$ cat src/rtl/hyb5_pkg.sv
package hyb5_pkg;
  typedef struct packed {
    logic atZero;
    logic atPeak;
  } ctrlStb_t;
  localparam int NUM_CELLS = 4;
endpackage

$ cat src/rtl/hyb5_ctrl.sv
module hyb5_ctrl
  import hyb5_pkg::*;
#(
  parameter int CNT_W = 10,
  localparam int PH_W = CNT_W + 1
) (
  input  logic                      clk,
  input  logic                      rst,
  input  logic [CNT_W-1:0]          periodCfg,
  input  logic                      threePhase,
  output ctrlStb_t                  stb,
  output logic [PH_W-1:0]           effPeak,
  output logic [3:0][PH_W-1:0]      carr
);
  logic [PH_W-1:0] phase, twoP, quarter;
  logic [PH_W-1:0] offs [4];

  function automatic logic [PH_W-1:0] triOf(input logic [PH_W-1:0] x,
                                            input logic [PH_W-1:0] p);
    return (x < p) ? x : PH_W'((p << 1) - x);
  endfunction

  function automatic logic [PH_W-1:0] wrapAdd(input logic [PH_W-1:0] x,
                                              input logic [PH_W-1:0] off,
                                              input logic [PH_W-1:0] p2);
    logic [PH_W:0] s;
    s = {1'b0, x} + {1'b0, off};
    if (s >= {1'b0, p2}) s = s - {1'b0, p2};
    return s[PH_W-1:0];
  endfunction

  assign effPeak = (periodCfg < CNT_W'(2)) ? PH_W'(2) : PH_W'(periodCfg);
  assign twoP    = PH_W'(effPeak << 1);
  assign quarter = threePhase ? (effPeak >> 1) : '0;

  assign offs[0] = '0;
  assign offs[1] = effPeak;
  assign offs[2] = quarter;
  assign offs[3] = PH_W'(quarter + effPeak);

  always_ff @(posedge clk) begin
    if (rst)                      phase <= '0;
    else if (phase >= twoP - 1'b1) phase <= '0;
    else                          phase <= phase + 1'b1;
  end

  for (genvar k = 0; k < NUM_CELLS; k++) begin : g_carr
    assign carr[k] = triOf(wrapAdd(phase, offs[k], twoP), effPeak);
  end

  assign stb.atZero = (phase == '0);
  assign stb.atPeak = (phase == effPeak);

  assert_phase_step_R6: assert property (@(posedge clk) disable iff (rst)
    (phase == '0) || (phase == $past(phase) + 1'b1));
endmodule

$ cat src/rtl/hyb5_datapath.sv
module hyb5_datapath
  import hyb5_pkg::*;
#(
  parameter int REF_W = 12,
  parameter int CNT_W = 10,
  localparam int PH_W  = CNT_W + 1,
  localparam int CMP_W = ((REF_W > PH_W) ? REF_W : PH_W) + 1
) (
  input  logic                      clk,
  input  logic                      rst,
  input  ctrlStb_t                  stb,
  input  logic signed [REF_W-1:0]   refIn,
  input  logic [PH_W-1:0]           effPeak,
  input  logic [3:0][PH_W-1:0]      carr,
  output logic [NUM_CELLS-1:0]      cellCmd,
  output logic signed [2:0]         levelOut,
  output logic                      posHalf
);
  logic signed [REF_W-1:0] refHeld;
  logic [REF_W-1:0]        mag;
  logic                    posSel, sat;
  logic [1:0]              cellOn;
  logic [1:0]              onCount;
  logic signed [2:0]       levelNext;
  logic [NUM_CELLS-1:0]    cmdNext;

  always_ff @(posedge clk) begin
    if (rst)                            refHeld <= '0;
    else if (stb.atZero || stb.atPeak)  refHeld <= refIn;
  end

  assign posSel = ~refHeld[REF_W-1];
  assign mag    = posSel ? refHeld : REF_W'(-refHeld);
  assign sat    = CMP_W'(mag) >= CMP_W'(effPeak);

  for (genvar k = 0; k < 2; k++) begin : g_cell
    logic [PH_W-1:0] selCarr;
    assign selCarr   = posSel ? carr[k] : carr[k+2];
    assign cellOn[k] = sat || (CMP_W'(mag) > CMP_W'(selCarr));
  end

  assign onCount   = {1'b0, cellOn[0]} + {1'b0, cellOn[1]};
  assign levelNext = posSel ? $signed({1'b0, onCount}) : -$signed({1'b0, onCount});
  assign cmdNext   = posSel ? {2'b00, cellOn} : {cellOn, 2'b00};

  always_ff @(posedge clk) begin
    if (rst) begin
      cellCmd  <= '0;
      levelOut <= '0;
      posHalf  <= 1'b1;
    end else begin
      cellCmd  <= cmdNext;
      levelOut <= levelNext;
      posHalf  <= posSel;
    end
  end

  assert_hold_R3: assert property (@(posedge clk) disable iff (rst)
    !$past(stb.atZero || stb.atPeak) |-> $stable(refHeld));
endmodule

$ cat src/rtl/hyb5_deadtime.sv
module hyb5_deadtime #(
  parameter int DT_W = 6
) (
  input  logic            clk,
  input  logic            rst,
  input  logic            cmdOn,
  input  logic [DT_W-1:0] deadCfg,
  output logic            hiG,
  output logic            loG
);
  logic            curOn;
  logic [DT_W-1:0] timer;

  always_ff @(posedge clk) begin
    if (rst) begin
      curOn <= 1'b0;
      timer <= '0;
      hiG   <= 1'b0;
      loG   <= 1'b1;
    end else if (cmdOn != curOn) begin
      curOn <= cmdOn;
      timer <= deadCfg;
      hiG   <= 1'b0;
      loG   <= 1'b0;
    end else if (timer != '0) begin
      timer <= timer - 1'b1;
    end else begin
      hiG <= curOn;
      loG <= ~curOn;
    end
  end

  assert_pair_excl_R9: assert property (@(posedge clk) disable iff (rst)
    !(hiG && loG));
  assert_hi_gap_R9: assert property (@(posedge clk) disable iff (rst)
    $rose(hiG) |-> !$past(loG));
  assert_lo_gap_R9: assert property (@(posedge clk) disable iff (rst)
    $rose(loG) |-> !$past(hiG));
endmodule

$ cat src/rtl/hyb5_leg_mod.sv
module hyb5_leg_mod
  import hyb5_pkg::*;
#(
  parameter int REF_W = 12,
  parameter int CNT_W = 10,
  parameter int DT_W  = 6,
  localparam int PH_W = CNT_W + 1
) (
  input  logic                    clk,
  input  logic                    rst,
  input  logic signed [REF_W-1:0] refIn,
  input  logic [CNT_W-1:0]        periodCfg,
  input  logic [DT_W-1:0]         deadCfg,
  input  logic                    threePhase,
  output logic [3:0]              gateHi,
  output logic [3:0]              gateLo,
  output logic signed [2:0]       levelOut,
  output logic                    posHalf
);
  ctrlStb_t                 stb;
  logic [PH_W-1:0]          effPeak;
  logic [3:0][PH_W-1:0]     carr;
  logic [NUM_CELLS-1:0]     cellCmd;

  hyb5_ctrl #(.CNT_W(CNT_W)) i_ctrl (
    .clk(clk), .rst(rst), .periodCfg(periodCfg), .threePhase(threePhase),
    .stb(stb), .effPeak(effPeak), .carr(carr)
  );

  hyb5_datapath #(.REF_W(REF_W), .CNT_W(CNT_W)) i_dp (
    .clk(clk), .rst(rst), .stb(stb), .refIn(refIn), .effPeak(effPeak),
    .carr(carr), .cellCmd(cellCmd), .levelOut(levelOut), .posHalf(posHalf)
  );

  for (genvar k = 0; k < NUM_CELLS; k++) begin : g_dt
    hyb5_deadtime #(.DT_W(DT_W)) i_dt (
      .clk(clk), .rst(rst), .cmdOn(cellCmd[k]), .deadCfg(deadCfg),
      .hiG(gateHi[k]), .loG(gateLo[k])
    );
  end

  assert_reset_state_R10: assert property (@(posedge clk) disable iff (rst)
    $past(rst) |-> (levelOut == 3'sd0 && posHalf && gateHi == 4'h0 && gateLo == 4'hF));
endmodule

$ cat config.mk
export PLATFORM = sky130hd
export DESIGN_NAME = hyb5_leg_mod
export DESIGN_NICKNAME = d
export VERILOG_FILES = /design/src/rtl/hyb5_pkg.sv /design/src/rtl/hyb5_ctrl.sv /design/src/rtl/hyb5_datapath.sv /design/src/rtl/hyb5_deadtime.sv /design/src/rtl/hyb5_leg_mod.sv
export SDC_FILE = /design/constraint.sdc
export NUM_CORES = 1
export LEC_CHECK = 0
export CAP_MARGIN = 20
export CORE_ASPECT_RATIO = 1.2
export CORE_MARGIN = 4
export CORE_UTILIZATION = 50
export DETAILED_ROUTE_END_ITERATION = 8
export PLACE_DENSITY_LB_ADDON = 0.15
export SETUP_SLACK_MARGIN = 0.05
export SLEW_MARGIN = 20
export SYNTH_ARGS = -nofsm -noshare
export SYNTH_HDL_FRONTEND = slang
export SYNTH_SLANG_ARGS = --single-unit
$ cat constraint.sdc
create_clock -name clk -period 44.2 [get_ports clk]
set_clock_uncertainty 0.15 [all_clocks]
set_input_delay 11.05 -clock clk [delete_from_list [all_inputs] [get_ports clk]]
set_output_delay 11.05 -clock clk [all_outputs]
set_load 0.05 [all_outputs]
==> results of run 1 <==
-- synthesized netlist by cell type, types with 15 or more instances --
master	n
ha_1	197
nor2_1	145
a21oi_1	124
inv_1	109
xnor2_1	91
o21ai_0	78
nand2_1	76
dfxtp_1	67
nor3_1	48
a21o_1	40
o21a_1	39
clkbuf_1	38
xor2_1	34
mux2i_1	33
nand3_1	23
nor2b_1	23
a211oi_1	21
nand2b_1	19
nand4_1	16
nor4_1	15
-- kinds of logic after synthesis --
kind of cell / share of synthesized area [%]
AO/OA/AOI/OAI: 26.6
XOR/XNOR: 9.39
adder cells (fa/ha/maj): 23.9
buffers and inverters: 6.27
flip-flops: 11.5
multiplexers: 3.80
AND/OR/NAND/NOR: 18.6
-- layout make-up --
cell class                 instances  area [sq um]  share of cell area (%)
multi-input combinational       1277          9610                    76.3
antenna                            1          2.50                  0.0199
timing repair buffer              60           551                    4.37
clock buffer                       9           225                    1.79
inverter                         114           428                    3.40
tap                              310           388                    3.08
clock inverter                     7          51.3                   0.407
sequential                        67          1340                    10.7
-- per-layer routing --
metal	GRT usage (%)	share of wire, %	wire, um
met1	33.5	44	14900
met2	44.8	47	15900
met3	3.61	5.9	2000
met4	8.59	3.3	1120
met5	0	0	0
-- critical path: cells and delay by family --
family | cells | cell delay, ns
adders and majority gates | 6 | 2.04
xor gates and xnor gates | 1 | 0.20
and+or+nand+nor | 17 | 3.57
AOI/OAI and AO/OA | 32 | 5.76
buffers and inverters | 4 | 1.23
-- power by group through the flow --
stage,clock [mW],combinational [mW],sequential [mW]
2_1_floorplan,0,0.251,0.0863
3_3_place_gp,0,0.311,0.0865
3_5_place_dp,0,0.316,0.0869
4_1_cts,0.0720,0.318,0.0857
5_1_grt,0.0746,0.360,0.0880
6_report,0.0715,0.320,0.0860
-- worst paths after layout --
| check | endpoint |
|---|---|
| max | i_dp.levelOut[1] |
| min | g_dt[3].i_dt.loG |
| max reg2reg | i_dp.levelOut[1] |
| min reg2reg | g_dt[3].i_dt.loG |
-- flip-flops by register name, indices dropped and copies added, names as in the netlist --
| signal | cells |
|---|---|
| g_dt.i_dt.curOn | 4 |
| g_dt.i_dt.hiG | 4 |
| g_dt.i_dt.loG | 4 |
| g_dt.i_dt.timer | 24 |
| i_ctrl.phase | 11 |
| i_dp.cellCmd | 4 |
| i_dp.levelOut | 3 |
| i_dp.posHalf | 1 |
| i_dp.refHeld | 12 |
==> results.ini, run 1 <==
[clocking]
cts_buffer_depth=2
cts.htree.levels=3
cts_setup_buffers=0
cts.clk_slew.worst_paths_ns=0.05
cts_tree=built
cts_buffers=9
cts-hold-fix-buffers=0
clk_latency_ns=0.36
cts_resized=0
clock-sinks=67
clock-root-buffer=clkbuf_16

[layout]
stdcell_area_sq_mm=0.0126
fill_cells=2244
nets=1768
syn2layout_area_growth_pct=8.04
finalNonFillerCells=1845
layout_commonest_cell=ha_1
layout_common_cells=ha_1 (197), nor2_1 (145), a21oi_1 (123), inv_1 (109), xnor2_1 (91)
fin_util_pct=55.6
layout-drive-gt1-share_pct=6.13

[pwr]
peakVddDrop_mv=0.0171
p_sw_share_pct=47.7
p_switching_mw=0.228
intPower_mw=0.250
p_per_area_mw_per_mm2=37.9
p_seq_share_pct=18.0
p_comb_share_pct=67.0
p_clk_share_pct=15.0
p_total_mw=0.478
p_leak_nw=5.54

[detailed_routing]
vias=11000
firstDrtPassIters=5
final_antenna_net_count=0
vias_per_cell=5.96
drcViolationCount=0
wirelength_mm=33.9
drt_iter0_drc=679
wl_per_cell_um=18.4

[timing]
setup_tns_ns=0
min_period_ns=23.82
hold_ws_ns=0.313
hold_viol=0
grt_setup_unrepaired=false
final_max_slew_viol_count=0
setup_viol_count_final=0
worst_pin_slew_ns=1.09
setup_ws_ns=20.38
max_slew_margin_pct=26.6
max_freq_ghz=0.0420
finalCritPeriodShare_pct=53.9

[global_route]
gr-total-overflow=0
grtUsageTotal_pct=26.0
antenna_found_initial=0
grt_max_degree=55
grt_pass1_vias=10600
grt_pass1_wl_mm=54.8

[yosys]
yosys_warnings=0
synth_cell_types=100
syn_area_sq_mm=0.0117
netlist_top_cells_area=ha_1 (21%), dfxtp_1 (12%), xnor2_1 (6.8%)
yosysTopAreaCellShare_pct=21.1
syn_nets=1760
yosys.area.top_type=ha_1
synth-seq-cells=67
synth_cells=1521
syn_area_per_cell_sq_um=7.66
synth_flop_cell=dfxtp_1
ys_seq_area_share_pct=11.5
synth_edf_count=0
synthArstFlopShare_pct=0

[run]
drv_cap=0

[hold_path]
worstHoldPathCells=1
hold_path.class=reg2reg
min_from=g_dt[3].i_dt.loG

[worst_setup_path]
crit_fanout=20
critPathLaunchType=input port
timing.rr.start=i_ctrl.phase[0]
worstPathArrival_ns=23.88
reg2reg_depth=46
timing.reg2reg.setup_slack_ns=34.15
startpoint=periodCfg[5]
crit_top_cell=o21ai_0
worstSetupEndpointType=register
cp.required_ns=44.26
critical-path-max-stage-delay_ns=0.82
path_class=in2reg
critPathSlowestCell=nor3b_2

[placed_design]
numPortBuffers=42
place_worst_setup_slack_ns=20.14
gp_congestion=0.896
placedCellCount=1828
dpl_cell_area_sq_mm=0.0123
place_hpwl_mm=26.1

[floorplan]
dieArea_sq_mm=0.0258
start_util_pct=51.4
die_w_um=147
core_area_sq_mm=0.0227
die_h_um=175
rows=60
top_level_ports=43

[run_status]
outcome=finished clean

Note: power is estimated with default switching activity, not from simulation.
==> run 2, diff against run 1 <==
==> constraint.sdc (replaced) <==
create_clock -name clk -period 24.8 [get_ports clk]
set_clock_uncertainty 0.15 [all_clocks]
set_input_delay 6.2 -clock clk [delete_from_list [all_inputs] [get_ports clk]]
set_output_delay 6.2 -clock clk [all_outputs]
set_load 0.05 [all_outputs]
==> results.ini, run 2 (synthesis results as in run 1) <==
[run_status]
outcome=finished clean  ; unchanged

[floorplan]
top_level_ports=43  ; unchanged
core_area_sq_mm=0.0227  ; unchanged
die_h_um=175  ; unchanged
start_util_pct=51.4  ; unchanged
rows=60  ; unchanged
die_w_um=147  ; unchanged
dieArea_sq_mm=0.0258  ; unchanged

[hold_path]
hold_path.class=reg2reg  ; unchanged
min_to=g_dt[3].i_dt.loG  ; unchanged
worstHoldPathCells=1  ; unchanged
min_from=g_dt[3].i_dt.loG  ; unchanged

[pwr]
p_per_area_mw_per_mm2=68.8  ; was 37.9 mW/mm^2
p_seq_share_pct=17.6  ; was 18.0%
intPower_mw=0.466  ; was 0.250 mW
p_switching_mw=0.404  ; was 0.228 mW
p_leak_nw=5.56  ; was 5.54 nW
p_clk_share_pct=16.9  ; was 15.0%
peakVddDrop_mv=0.0376  ; was 0.0171 mV
p_comb_share_pct=65.5  ; was 67.0%
p_sw_share_pct=46.4  ; was 47.7%

[layout]
layout-drive-gt1-share_pct=6.07  ; was 6.13%
layout_common_cells=ha_1 (197), nor2_1 (145), a21oi_1 (123), inv_1 (109), xnor2_1 (91)  ; unchanged
syn2layout_area_growth_pct=8.37  ; was 8.04%
regArea_sq_mm=0.00134  ; unchanged
largest_register_ffs=24  ; unchanged
reg_top3=g_dt.i_dt.timer (24), i_dp.refHeld (12), i_ctrl.phase (11)  ; unchanged
antenna_cells=0  ; was 1
fill_cells=2212  ; was 2244
regMostFlops=g_dt.i_dt.timer  ; unchanged
multi_input_area_sq_mm=0.00961  ; unchanged
nets=1767  ; was 1768
layout_commonest_cell=ha_1  ; unchanged
fin_util_pct=55.7  ; was 55.6%

[worst_setup_path]
path_class=in2reg  ; unchanged
crit_fanout=20  ; unchanged
critPathLaunchType=input port  ; unchanged
timing.rr.start=i_ctrl.phase[0]  ; unchanged
reg2reg_depth=46  ; unchanged
worstSetupEndpointType=register  ; unchanged
path_buf_inv=5  ; was 4
critPathSlowestCell=nor3b_2  ; unchanged
crit_family=compound AO/OA/AOI/OAI gates  ; unchanged
worstReg2RegEnd=i_dp.levelOut[1]  ; unchanged
cp.required_ns=24.85  ; was 44.26 ns
critical-path-max-stage-delay_ns=0.84  ; was 0.82 ns
timing.reg2reg.setup_slack_ns=14.74  ; was 34.15 ns
worstPathArrival_ns=19.07  ; was 23.88 ns

[clocking]
clock-root-buffer=clkbuf_16  ; unchanged
cts_setup_buffers=0  ; unchanged
cts-hold-fix-buffers=0  ; unchanged
cts_tree=built  ; unchanged
clock-sinks=67  ; unchanged
cts.htree.levels=3  ; unchanged
cts_buffer_depth=2  ; unchanged
cts_resized=0  ; unchanged
cts_buffers=9  ; unchanged
cts.clk_slew.worst_paths_ns=0.06  ; was 0.05 ns
clk_latency_ns=0.35  ; was 0.36 ns

[timing]
hold_viol=0  ; unchanged
max_freq_ghz=0.0526
setup_tns_ns=0  ; unchanged
max_slew_margin_pct=27.6  ; was 26.6%
worst_pin_slew_ns=1.08  ; was 1.09 ns
final_max_slew_viol_count=0  ; unchanged
min_period_ns=19.02
setup_viol_count_final=0  ; unchanged
finalCritPeriodShare_pct=76.7
grt_setup_unrepaired=false  ; unchanged

[detailed_routing]
firstDrtPassIters=5  ; unchanged
drt_iter0_drc=688  ; was 679
drcViolationCount=0  ; unchanged
vias_per_cell=6.00  ; was 5.96
wirelength_mm=34.0  ; was 33.9 mm
wl_per_cell_um=18.5  ; was 18.4 um
final_antenna_net_count=0  ; unchanged
vias=11100  ; was 11000

[placed_design]
gp_congestion=0.896  ; about the same
numPortBuffers=42  ; unchanged
place_hpwl_mm=26.2  ; was 26.1 mm

[global_route]
grt_pass1_wl_mm=54.8  ; about the same
grt_pass1_vias=10600  ; about the same
antenna_found_initial=0  ; unchanged
grt_max_degree=55  ; unchanged
gr-total-overflow=0  ; unchanged
grtUsageTotal_pct=26.0  ; about the same

[run]
drv_cap=0  ; unchanged

run 2: how the worst max path moves through the flow:
stage | startpoint | endpoint | slack [ns] | cells after the start
after global placement | periodCfg[5] | i_dp.levelOut[1] | 5.93 | 61
after detailed placement | periodCfg[5] | i_dp.levelOut[1] | 5.57 | 61
final | periodCfg[5] | i_dp.levelOut[1] | 5.78 | 61
after floorplan | periodCfg[3] | i_dp.levelOut[1] | 7.68 | 62
after CTS | periodCfg[5] | i_dp.levelOut[1] | 5.81 | 61
after global routing | periodCfg[5] | i_dp.levelOut[1] | 4.67 | 61
run 2: power by group through the flow:
| stage | combinational [mW] | clock, mW | sequential [mW] |
|---|---|---|---|
| global route | 0.642 | 0.153 | 0.157 |
| floorplan | 0.448 | 0 | 0.154 |
| CTS | 0.567 | 0.148 | 0.153 |
| detailed placement | 0.563 | 0 | 0.155 |
| global placement | 0.555 | 0 | 0.154 |
| finish | 0.570 | 0.147 | 0.153 |
run 2: final cells by class:
cell class / count / share of cell area, %
tap: 310 / 3.07
timing repair buffer: 59 / 4.30
clock buffer: 9 / 1.78
inverter: 114 / 3.39
sequential: 67 / 10.6
multi-input combinational: 1277 / 76.0
clock inverter: 7 / 0.792
run 2: per-stage QoR:
step | total power [mW] | instance area, sq um | setup WS (ns) | cells | hold WS [ns]
floorplan | 0.602 | 11700 | 7.68 | 1521 | 0.287
finish | 0.870 | 12600 | 5.78 | 1843 | 0.311
global route | 0.952 | 12600 | 4.67 | 1843 | 0.352
detailed placement | 0.718 | 12300 | 5.57 | 1827 | 0.303
CTS | 0.868 | 12600 | 5.81 | 1843 | 0.317
global placement | 0.709 | 12300 | 5.93 | 1827 | 0.296
run 2: worst register-to-register path, delay by kind of cell, from the launching register on:
family	cells	cell delay, ns
adder cells (fa/ha/maj)	6	1.80
buffers and inverters	2	0.14
flip-flops	1	0.72
XOR/XNOR	1	0.25
AND/OR/NAND/NOR	12	2.05
AO/OA/AOI/OAI	25	4.83
run 2: layer usage:
layer,up-vias,global-route usage [%],wire [um]
li1,5531,-,-
met1,5145,33.1,15000
met2,312,44.6,15800
met3,74,3.33,1740
met4,0,10.7,1480
met5,-,0,0
==> run 3, diff against run 2 <==
==> constraint.sdc (replaced) <==
create_clock -name clk -period 16.6 [get_ports clk]
set_clock_uncertainty 0.15 [all_clocks]
set_input_delay 4.15 -clock clk [delete_from_list [all_inputs] [get_ports clk]]
set_output_delay 4.15 -clock clk [all_outputs]
set_load 0.05 [all_outputs]
==> results.ini, run 3 (synthesis results as in run 1) <==
[global_route]
antenna_found_initial=0  ; unchanged
grt_pass1_vias=10300  ; was 10600
gr-total-overflow=0  ; unchanged
grt_pass1_wl_mm=54.6  ; was 54.8 mm
grtUsageTotal_pct=26.0  ; about the same
grt_max_degree=55  ; unchanged

[placed_design]
gp_congestion=0.893  ; was 0.896
place_hpwl_mm=26.0  ; was 26.2 mm
placedCellCount=1834  ; was 1827
dpl_cell_area_sq_mm=0.0123  ; about the same
numPortBuffers=42  ; unchanged

[clocking]
clock-root-buffer=clkbuf_16  ; unchanged
cts_buffer_depth=2  ; unchanged
cts.htree.levels=3  ; unchanged
cts.clk_slew.worst_paths_ns=0.06  ; about the same
cts-hold-fix-buffers=0  ; unchanged
clk_latency_ns=0.35  ; about the same
clock-sinks=67  ; unchanged
cts_tree=built  ; unchanged
cts_buffers=9  ; unchanged

[floorplan]
core_area_sq_mm=0.0227  ; unchanged
die_w_um=147  ; unchanged
die_h_um=175  ; unchanged
top_level_ports=43  ; unchanged
start_util_pct=51.4  ; unchanged
rows=60  ; unchanged
dieArea_sq_mm=0.0258  ; unchanged

[pwr]
p_leak_nw=5.58  ; was 5.56 nW
p_sw_share_pct=46.7  ; was 46.4%
p_per_area_mw_per_mm2=101  ; was 68.8 mW/mm^2
intPower_mw=0.684  ; was 0.466 mW
p_seq_share_pct=17.8  ; was 17.6%
p_clk_share_pct=15.3  ; was 16.9%
peakVddDrop_mv=0.0456  ; was 0.0376 mV
p_switching_mw=0.598  ; was 0.404 mW
p_comb_share_pct=66.9  ; was 65.5%

[worst_setup_path]
critPathLaunchType=input port  ; unchanged
timing.rr.start=i_ctrl.phase[0]  ; unchanged
worstPathArrival_ns=15.68  ; was 19.07 ns
crit_fanout=14  ; was 20
cp.required_ns=16.66  ; was 24.85 ns
reg2reg_depth=43  ; was 46
path_class=in2reg  ; unchanged
timing.reg2reg.setup_slack_ns=6.85  ; was 14.74 ns
critical-path-max-stage-delay_ns=0.59  ; was 0.84 ns
critPathSlowestCell=or4_4  ; was nor3b_2
worstReg2RegEnd=i_dp.levelOut[1]  ; unchanged
worstSetupEndpointType=register  ; unchanged

[layout]
regMostFlops=g_dt.i_dt.timer  ; unchanged
reg_top3=g_dt.i_dt.timer (24), i_dp.refHeld (12), i_ctrl.phase (11)  ; unchanged
finalNonFillerCells=1851  ; was 1843
layout-drive-gt1-share_pct=6.49  ; was 6.07%
largest_register_ffs=24  ; unchanged
stdcell_area_sq_mm=0.0127  ; was 0.0126 sq mm
layout_commonest_cell=ha_1  ; unchanged
syn2layout_area_growth_pct=8.66  ; was 8.37%
layout_common_cells=ha_1 (197), nor2_1 (145), a21oi_1 (123), inv_1 (109), xnor2_1 (91)  ; unchanged
nets=1775  ; was 1767
antenna_cells=0  ; unchanged

[detailed_routing]
firstDrtPassIters=6  ; was 5
wl_per_cell_um=18.3  ; was 18.5 um
vias_per_cell=5.95  ; was 6.00
final_antenna_net_count=0  ; unchanged
wirelength_mm=34.0  ; about the same
drcViolationCount=0  ; unchanged
vias=11000  ; was 11100
drt_iter0_drc=682  ; was 688

[timing]
max_freq_ghz=0.0640
worst_pin_slew_ns=1.01  ; was 1.08 ns
finalCritPeriodShare_pct=94.1
setup_viol_count_final=0  ; unchanged
max_slew_margin_pct=32.9  ; was 27.6%
hold_viol=0  ; unchanged
min_period_ns=15.63
setup_tns_ns=0  ; unchanged
grt_setup_unrepaired=false  ; unchanged
final_max_slew_viol_count=0  ; unchanged

[hold_path]
min_to=g_dt[0].i_dt.loG  ; was g_dt[3].i_dt.loG
worstHoldPathCells=1  ; unchanged
hold_path.class=reg2reg  ; unchanged
min_from=g_dt[0].i_dt.loG  ; was g_dt[3].i_dt.loG

[run_status]
outcome=finished clean  ; unchanged

[run]
drv_cap=0  ; unchanged

## run 3: cell type report
class	instances	area, sq um
Fill cell	2164	10000
Multi-Input combinational cell	1277	9610
Sequential cell	67	1340
Timing Repair Buffer	67	601
Inverter	114	428
Tap cell	310	388
Clock buffer	10	229
Clock inverter	6	66.3
## run 3: metrics by stage
step | utilization (%) | setup WS, ns | total power, mW | hold slack (ns)
6_report | 55.9 | 0.973 | 1.28 | 0.309
3_3_place_gp | 54.5 | 0.902 | 1.06 | 0.293
3_5_place_dp | 54.5 | 0.636 | 1.08 | 0.302
4_1_cts | 55.8 | 0.960 | 1.28 | 0.315
2_1_floorplan | - | 1.53 | 0.899 | 0.287
5_1_grt | 55.9 | 0.134 | 1.41 | 0.331
## run 3: critical path: cells and delay by family
family	cells	cell delay (ns)
and+or+nand+nor	17	2.88
AOI/OAI and AO/OA	34	5.84
adders and majority gates	7	1.85
buffers and inverters	5	0.94
## run 3: how the worst max path moves through the flow
stage,startpoint,to,slack [ns],cells past startpoint
after floorplan,periodCfg[3],i_dp.levelOut[1],1.53,62
after global placement,periodCfg[5],i_dp.levelOut[1],0.90,58
after CTS,periodCfg[5],i_dp.levelOut[1],0.96,59
final,periodCfg[5],i_dp.levelOut[1],0.97,63
after global routing,periodCfg[5],i_dp.levelOut[1],0.13,62
after detailed placement,periodCfg[5],i_dp.levelOut[1],0.64,59
## run 3: power by group through the flow
| stage | logic (mW) | registers [mW] | clock network (mW) |
|---|---|---|---|
| finish | 0.857 | 0.228 | 0.196 |
| global route | 0.969 | 0.234 | 0.207 |
| CTS | 0.851 | 0.228 | 0.201 |
| detailed placement | 0.846 | 0.231 | 0 |
| global placement | 0.832 | 0.230 | 0 |
| floorplan | 0.669 | 0.230 | 0 |
## run 3: metal layers
layer  vias up  wire length, um  track usage (%)
met5         -                0                0
met2       301            15700             44.3
met1      5100            15200             33.9
li1       5562                -                -
met3        57             1950             3.92
met4         0             1100             8.16
## run 3: what timing repair did
| action | 4_1_cts | 5_1_grt |
|---|---|---|
| gates resized for setup | 0 | 1 |
| setup buffers | 0 | 0 |
| endpoints found under the setup margin | 0 | 1 |
